===== src/rtl/qhf_pkg.sv =====
package qhf_pkg;

    typedef enum logic [1:0] {
        ST_SETTLE  = 2'd0,
        ST_NEUTRAL = 2'd1,
        ST_FWD     = 2'd2,
        ST_REV     = 2'd3
    } qhf_state_e;

    typedef logic [1:0] qhf_idx_t;

    // Gray phase pair to linear position index (forward = +1)
    function automatic qhf_idx_t phase_to_idx(input logic a, input logic b);
        return {a, a ^ b};
    endfunction

endpackage


===== src/rtl/qhf_sync.sv =====
module qhf_sync #(
    parameter int WIDTH  = 2,
    parameter int STAGES = 2
) (
    input  logic             clk,
    input  logic             rst_n,
    input  logic [WIDTH-1:0] async_in,
    output logic [WIDTH-1:0] sync_out
);

    localparam int LAST = STAGES - 1;

    for (genvar g = 0; g < WIDTH; g++) begin : g_bit
        logic [STAGES-1:0] chain;

        always_ff @(posedge clk) begin
            if (!rst_n) begin
                chain <= '0;
            end else begin
                chain <= {chain[STAGES-2:0], async_in[g]};
            end
        end

        assign sync_out[g] = chain[LAST];
    end

endmodule


===== src/rtl/qhf_classify.sv =====
module qhf_classify
    import qhf_pkg::*;
(
    input  qhf_idx_t cur_idx,
    input  qhf_idx_t prev_idx,
    input  qhf_idx_t acc_idx,
    output logic     legal_move,
    output logic     ahead,
    output logic     behind,
    output logic     opposite
);

    qhf_idx_t d_prev;
    qhf_idx_t d_acc;

    always_comb begin
        d_prev     = cur_idx - prev_idx;
        d_acc      = cur_idx - acc_idx;
        legal_move = (d_prev == 2'd1) || (d_prev == 2'd3);
        ahead      = (d_acc == 2'd1);
        behind     = (d_acc == 2'd3);
        opposite   = (d_acc == 2'd2);
    end

endmodule


===== src/rtl/qhf_ctrl.sv =====
module qhf_ctrl
    import qhf_pkg::*;
#(
    parameter int SYNC_STAGES = 2
) (
    input  logic       clk,
    input  logic       rst_n,
    input  qhf_idx_t   cur_idx,
    input  logic       legal_move,
    input  logic       ahead,
    input  logic       behind,
    input  logic       opposite,
    output qhf_state_e state,
    output qhf_idx_t   prev_idx,
    output qhf_idx_t   acc_idx,
    output logic       step_pulse,
    output logic       step_dir
);

    localparam int CW = $clog2(SYNC_STAGES + 1);
    localparam logic [CW-1:0] SETTLE_END = CW'(SYNC_STAGES);

    qhf_state_e    state_n;
    logic [CW-1:0] cnt;
    logic          take_fwd;
    logic          take_rev;
    logic          load_now;

    // next-state and event decision
    always_comb begin
        state_n  = state;
        take_fwd = 1'b0;
        take_rev = 1'b0;
        load_now = 1'b0;
        unique case (state)
            ST_SETTLE: begin
                if (cnt == SETTLE_END) begin
                    load_now = 1'b1;
                    state_n  = ST_NEUTRAL;
                end
            end
            ST_NEUTRAL: begin
                if (legal_move && ahead) begin
                    take_fwd = 1'b1;
                    state_n  = ST_FWD;
                end else if (legal_move && behind) begin
                    take_rev = 1'b1;
                    state_n  = ST_REV;
                end
            end
            ST_FWD: begin
                if (legal_move && ahead) begin
                    take_fwd = 1'b1;
                end else if (legal_move && opposite) begin
                    take_rev = 1'b1;
                    state_n  = ST_REV;
                end
            end
            ST_REV: begin
                if (legal_move && behind) begin
                    take_rev = 1'b1;
                end else if (legal_move && opposite) begin
                    take_fwd = 1'b1;
                    state_n  = ST_FWD;
                end
            end
            default: state_n = ST_SETTLE;
        endcase
    end

    // state register
    always_ff @(posedge clk) begin
        if (!rst_n) begin
            state <= ST_SETTLE;
            cnt   <= '0;
        end else begin
            state <= state_n;
            if (state == ST_SETTLE && cnt != SETTLE_END) begin
                cnt <= cnt + 1'b1;
            end
        end
    end

    // outputs and follower registers
    always_ff @(posedge clk) begin
        if (!rst_n) begin
            prev_idx   <= '0;
            acc_idx    <= '0;
            step_pulse <= 1'b0;
            step_dir   <= 1'b0;
        end else begin
            prev_idx   <= cur_idx;
            step_pulse <= take_fwd | take_rev;
            if (load_now || take_fwd || take_rev) begin
                acc_idx <= cur_idx;
            end
            if (take_fwd) begin
                step_dir <= 1'b1;
            end else if (take_rev) begin
                step_dir <= 1'b0;
            end
        end
    end

endmodule


===== src/rtl/quad_hyst_filter.sv =====
module quad_hyst_filter
    import qhf_pkg::*;
#(
    parameter int SYNC_STAGES = 2
) (
    input  logic clk,
    input  logic rst_n,
    input  logic enc_a,
    input  logic enc_b,
    output logic step_pulse,
    output logic step_dir
);

    localparam int NPH = 2;

    logic [NPH-1:0] ph_sync;
    qhf_idx_t       cur_idx;
    qhf_idx_t       prev_idx;
    qhf_idx_t       acc_idx;
    qhf_state_e     state;
    logic           legal_move;
    logic           ahead;
    logic           behind;
    logic           opposite;

    qhf_sync #(
        .WIDTH  (NPH),
        .STAGES (SYNC_STAGES)
    ) u_sync (
        .clk      (clk),
        .rst_n    (rst_n),
        .async_in ({enc_a, enc_b}),
        .sync_out (ph_sync)
    );

    assign cur_idx = phase_to_idx(ph_sync[1], ph_sync[0]);

    qhf_classify u_classify (
        .cur_idx    (cur_idx),
        .prev_idx   (prev_idx),
        .acc_idx    (acc_idx),
        .legal_move (legal_move),
        .ahead      (ahead),
        .behind     (behind),
        .opposite   (opposite)
    );

    qhf_ctrl #(
        .SYNC_STAGES (SYNC_STAGES)
    ) u_ctrl (
        .clk        (clk),
        .rst_n      (rst_n),
        .cur_idx    (cur_idx),
        .legal_move (legal_move),
        .ahead      (ahead),
        .behind     (behind),
        .opposite   (opposite),
        .state      (state),
        .prev_idx   (prev_idx),
        .acc_idx    (acc_idx),
        .step_pulse (step_pulse),
        .step_dir   (step_dir)
    );

endmodule


===== config.mk =====
export PLATFORM = sky130hd
export DESIGN_NAME = quad_hyst_filter
export DESIGN_NICKNAME = d
export VERILOG_FILES = /design/src/rtl/qhf_pkg.sv /design/src/rtl/qhf_sync.sv /design/src/rtl/qhf_classify.sv /design/src/rtl/qhf_ctrl.sv /design/src/rtl/quad_hyst_filter.sv
export SDC_FILE = /design/constraint.sdc
export NUM_CORES = 1
export LEC_CHECK = 0
export ABC_AREA = 1
export BUFFER_PORTS_ARGS = -buffer_cell sky130_fd_sc_hd__buf_2
export CORE_UTILIZATION = 50
export CTS_CLUSTER_DIAMETER = 80
export DETAILED_ROUTE_END_ITERATION = 7
export PLACE_DENSITY_LB_ADDON = 0.12
export SYNTH_ARGS = -nofsm -noshare
export SYNTH_HDL_FRONTEND = slang
export SYNTH_SLANG_ARGS = --single-unit
export TNS_END_PERCENT = 20

===== constraint.sdc =====
create_clock -name clk -period 3.7 [get_ports clk]
set_input_delay 0.185 -clock clk [delete_from_list [all_inputs] [get_ports clk]]
set_output_delay 0.185 -clock clk [all_outputs]
set_load 0.03 [all_outputs]

==> qor.txt <==
# DRC - 0
Post-route antenna net violation count - 0
Max Slew Vio Count - 0
Tightest Pin Transition - 0.2275 ns
Die Wd - 40.16 microns
HPWL after DPL - 881.8 microns
Post-synth EDFFs - 0
First-pass DRT Iterations - 3
Top cell by count, worst path - nand2_1
Seq/Total Area, Yosys - 0.3574
Worst-case clock buffer depth - 2
Clock transition at the registers of the reported paths - 0.07 ns
Simple-gate share of the synthesized area - 0.3265
Hold Crit Class - in2reg
Vias per cell - 4.721
Number of gates resized after cts - 0
Port-buffer cells - 5
Relative slew slack - 0.8483
Synth top cells by count - nand2_1 (21), inv_1 (17), dfxtp_1 (13)
GR Overflow Total - 0
Critical Path AT - 1.88 ns
Yosys top cell area share - 0.3574
Mux cell area share after synthesis - 0
Lkg Pwr - 0.4200 nW
Pre-CTS setup slack - 2.004 ns
Wire length per cell - 9.590 microns
Core area - 1334 sq um
Hold_ws - 0.09467 ns
Tot GR Track Use - 0.1649
Synth Warn # - 0
Core Rows - 13
Via count - 576
Syn nets - 110
Mapped cell area - 728.2 sq um
Final min period - 1.707 ns
Count of final setup violators - 0
Fmax - 585.9 MHz
Status - complete, no violations
Mean Syn Cell Area - 7.356 sq um
Post-CTS Setup Inserts - 0
Asr flop ratio synth - 0
Synthesized instance count - 99
Hold Vio Cnt, Final - 0
CTS tree - yes
Num Clock Sinks - 13
Final nets - 119
Final setup margin - 1.993 ns
Synth Area in XOR/XNOR - 0
CP Class - reg2reg
Crit path launch type - register
RSZ-0062 raised after global routing - no
Adder-cell share of the synthesized area - 0.1203
Hold_buf cts - 0
H-tree levels - 1
Routed WL - 1170 microns
Compound-Gate Fraction of Synth Area - 0.08763
Largest net degree at the start of global routing - 10
Gpl congestion - 0.7712
Worst-path cell chain - inv_2 > nand2_2 > nand2_4 > ha_1 > nand3_1 > nor2_2 > nand2_1 > nand2_1 > nand2_2 > nand3_2 > nand2_1 > inv_1 > nor2_2
Fin Setup TNS - 0 ns
Count leader, synth - nand2_1
Synth cell types - 18
Largest family of logic cells by synthesized area - simple AND/OR/NAND/NOR gates
CTS Root Cell - clkbuf_4
Critical Path Sink Type - register
Tcrit/Tclk final - 0.4613
Vias in the first global route - 450
P&R area growth vs syn - 8.591%
Chip height - 40.16 microns
Synthesized flop and latch total - 13
Pwr dens - 607.4 nW/um^2
Initial Utilization - 0.5460
I/O pin cnt - 6
Clk_lat worst skew - 0.27 ns
ANT cells - 0
Worst IR drop on VDD - 0.0004264 V
DR iter-0 viols - 9
Die area - 1613 sq um
Layout cells sized above 1 - 0.2150
Inserted Clock Buffers - 3
Yosys top cell by area - dfxtp_1
First-pass GRT wire length - 1738 microns
Worst path required time - 3.87 ns
Initial antenna violation count - 0
Skew final - 0.006066 ns
Crit-path max FO - 5
Max-cap violations - 0
Slowest cell on crit path - dfxtp_1
Synth top area cells - dfxtp_1 (36%), ha_1 (12%), nand2_1 (11%)
Main synth FF type - dfxtp_1
CP max stage delay - 0.37 ns
final timing paths:
check | startpoint | to | slack [ns] | depth (start not counted)
worst max-delay path | u_sync.g_bit[1].chain[1] | u_ctrl.acc_idx[1] | 1.99 | 13
worst min-delay path | enc_a | u_sync.g_bit[1].chain[0] | 0.09 | 3
worst max register to register | u_sync.g_bit[1].chain[1] | u_ctrl.acc_idx[1] | 1.99 | 13
worst min register to register | u_sync.g_bit[1].chain[0] | u_sync.g_bit[1].chain[1] | 0.42 | 2
worst max-delay path: cells and delay by family, from the launching register on:
family / cells / cell delay, ns
adders and majority gates: 1 / 0.33
DFF: 1 / 0.37
buffers and inverters: 2 / 0.12
and+or+nand+nor: 10 / 0.79
cell families (layout without fill, tap and decap cells):
kind of cell	Yosys count	count (layout)
AO/OA/AOI/OAI	12	12
adder cells (fa/ha/maj)	7	7
buffers and inverters	20	28
flip-flops	13	13
AND/OR/NAND/NOR	47	47
cell type report:
type | count | area (sq um)
multi-input cells | 66 | 389.1
inverters | 19 | 71.32
repair buffers | 5 | 25.02
well taps | 15 | 18.77
clock buffers | 4 | 26.28
flip-flops and latches | 13 | 260.3
fillers | 131 | 543.0
flip-flops by register name, summed over array words and instances, names as in the netlist:
signal	cells
u_ctrl.step_dir	1
u_sync.g_bit.chain	4
u_ctrl.acc_idx	2
u_ctrl.state	2
u_ctrl.step_pulse	1
u_ctrl.cnt	2
u_ctrl.prev_idx	1
layout by cell type, fill, tap and decap left out:
| cell | netlist | routed |
|---|---|---|
| nor2_1 | 4 | 4 |
| inv_2 | 2 | 2 |
| ha_1 | 7 | 7 |
| o22ai_1 | 1 | 1 |
| a21oi_1 | 6 | 6 |
| nor2_2 | 4 | 4 |
| o21a_1 | 1 | 1 |
| nand4_1 | 3 | 3 |
| clkbuf_4 | 0 | 3 |
| nand3_2 | 1 | 1 |
| nand2_2 | 6 | 6 |
| nand2_1 | 21 | 21 |
| inv_1 | 17 | 17 |
| o21ai_1 | 3 | 3 |
| dfxtp_1 | 13 | 13 |
| o21ai_0 | 1 | 1 |
| clkbuf_1 | 0 | 1 |
| buf_2 | 0 | 5 |
| nand3_1 | 6 | 6 |
| nand2_4 | 2 | 2 |
metal layers:
metal | track usage | share of wire | routed length (microns) | vias up
li1 | - | - | - | 324
met2 | 0.2460 | 0.39 | 455 | 6
met5 | 0 | 0 | 0 | -
met4 | 0.1034 | 0.0051 | 6 | 0
met1 | 0.2253 | 0.59 | 685 | 244
met3 | 0.01667 | 0.019 | 22 | 2
power breakdown:
part           internal [mW]  switching (mW)
logic                 0.0780           0.131
registers              0.168          0.0158
clock network         0.0417          0.0456
through the flow:
stage | utilization | total power, mW | instance area [sq um] | instances
6_report | 0.5929 | 0.4803 | 790.8 | 122
3_5_place_dp | 0.5732 | 0.3948 | 764.5 | 118
3_3_place_gp | 0.5732 | 0.3915 | 764.5 | 118
2_1_floorplan | - | 0.3598 | 728.2 | 99
4_1_cts | 0.5929 | 0.4839 | 790.8 | 122
5_1_grt | 0.5929 | 0.5248 | 790.8 | 122
Power figures use the tool's default switching activity.
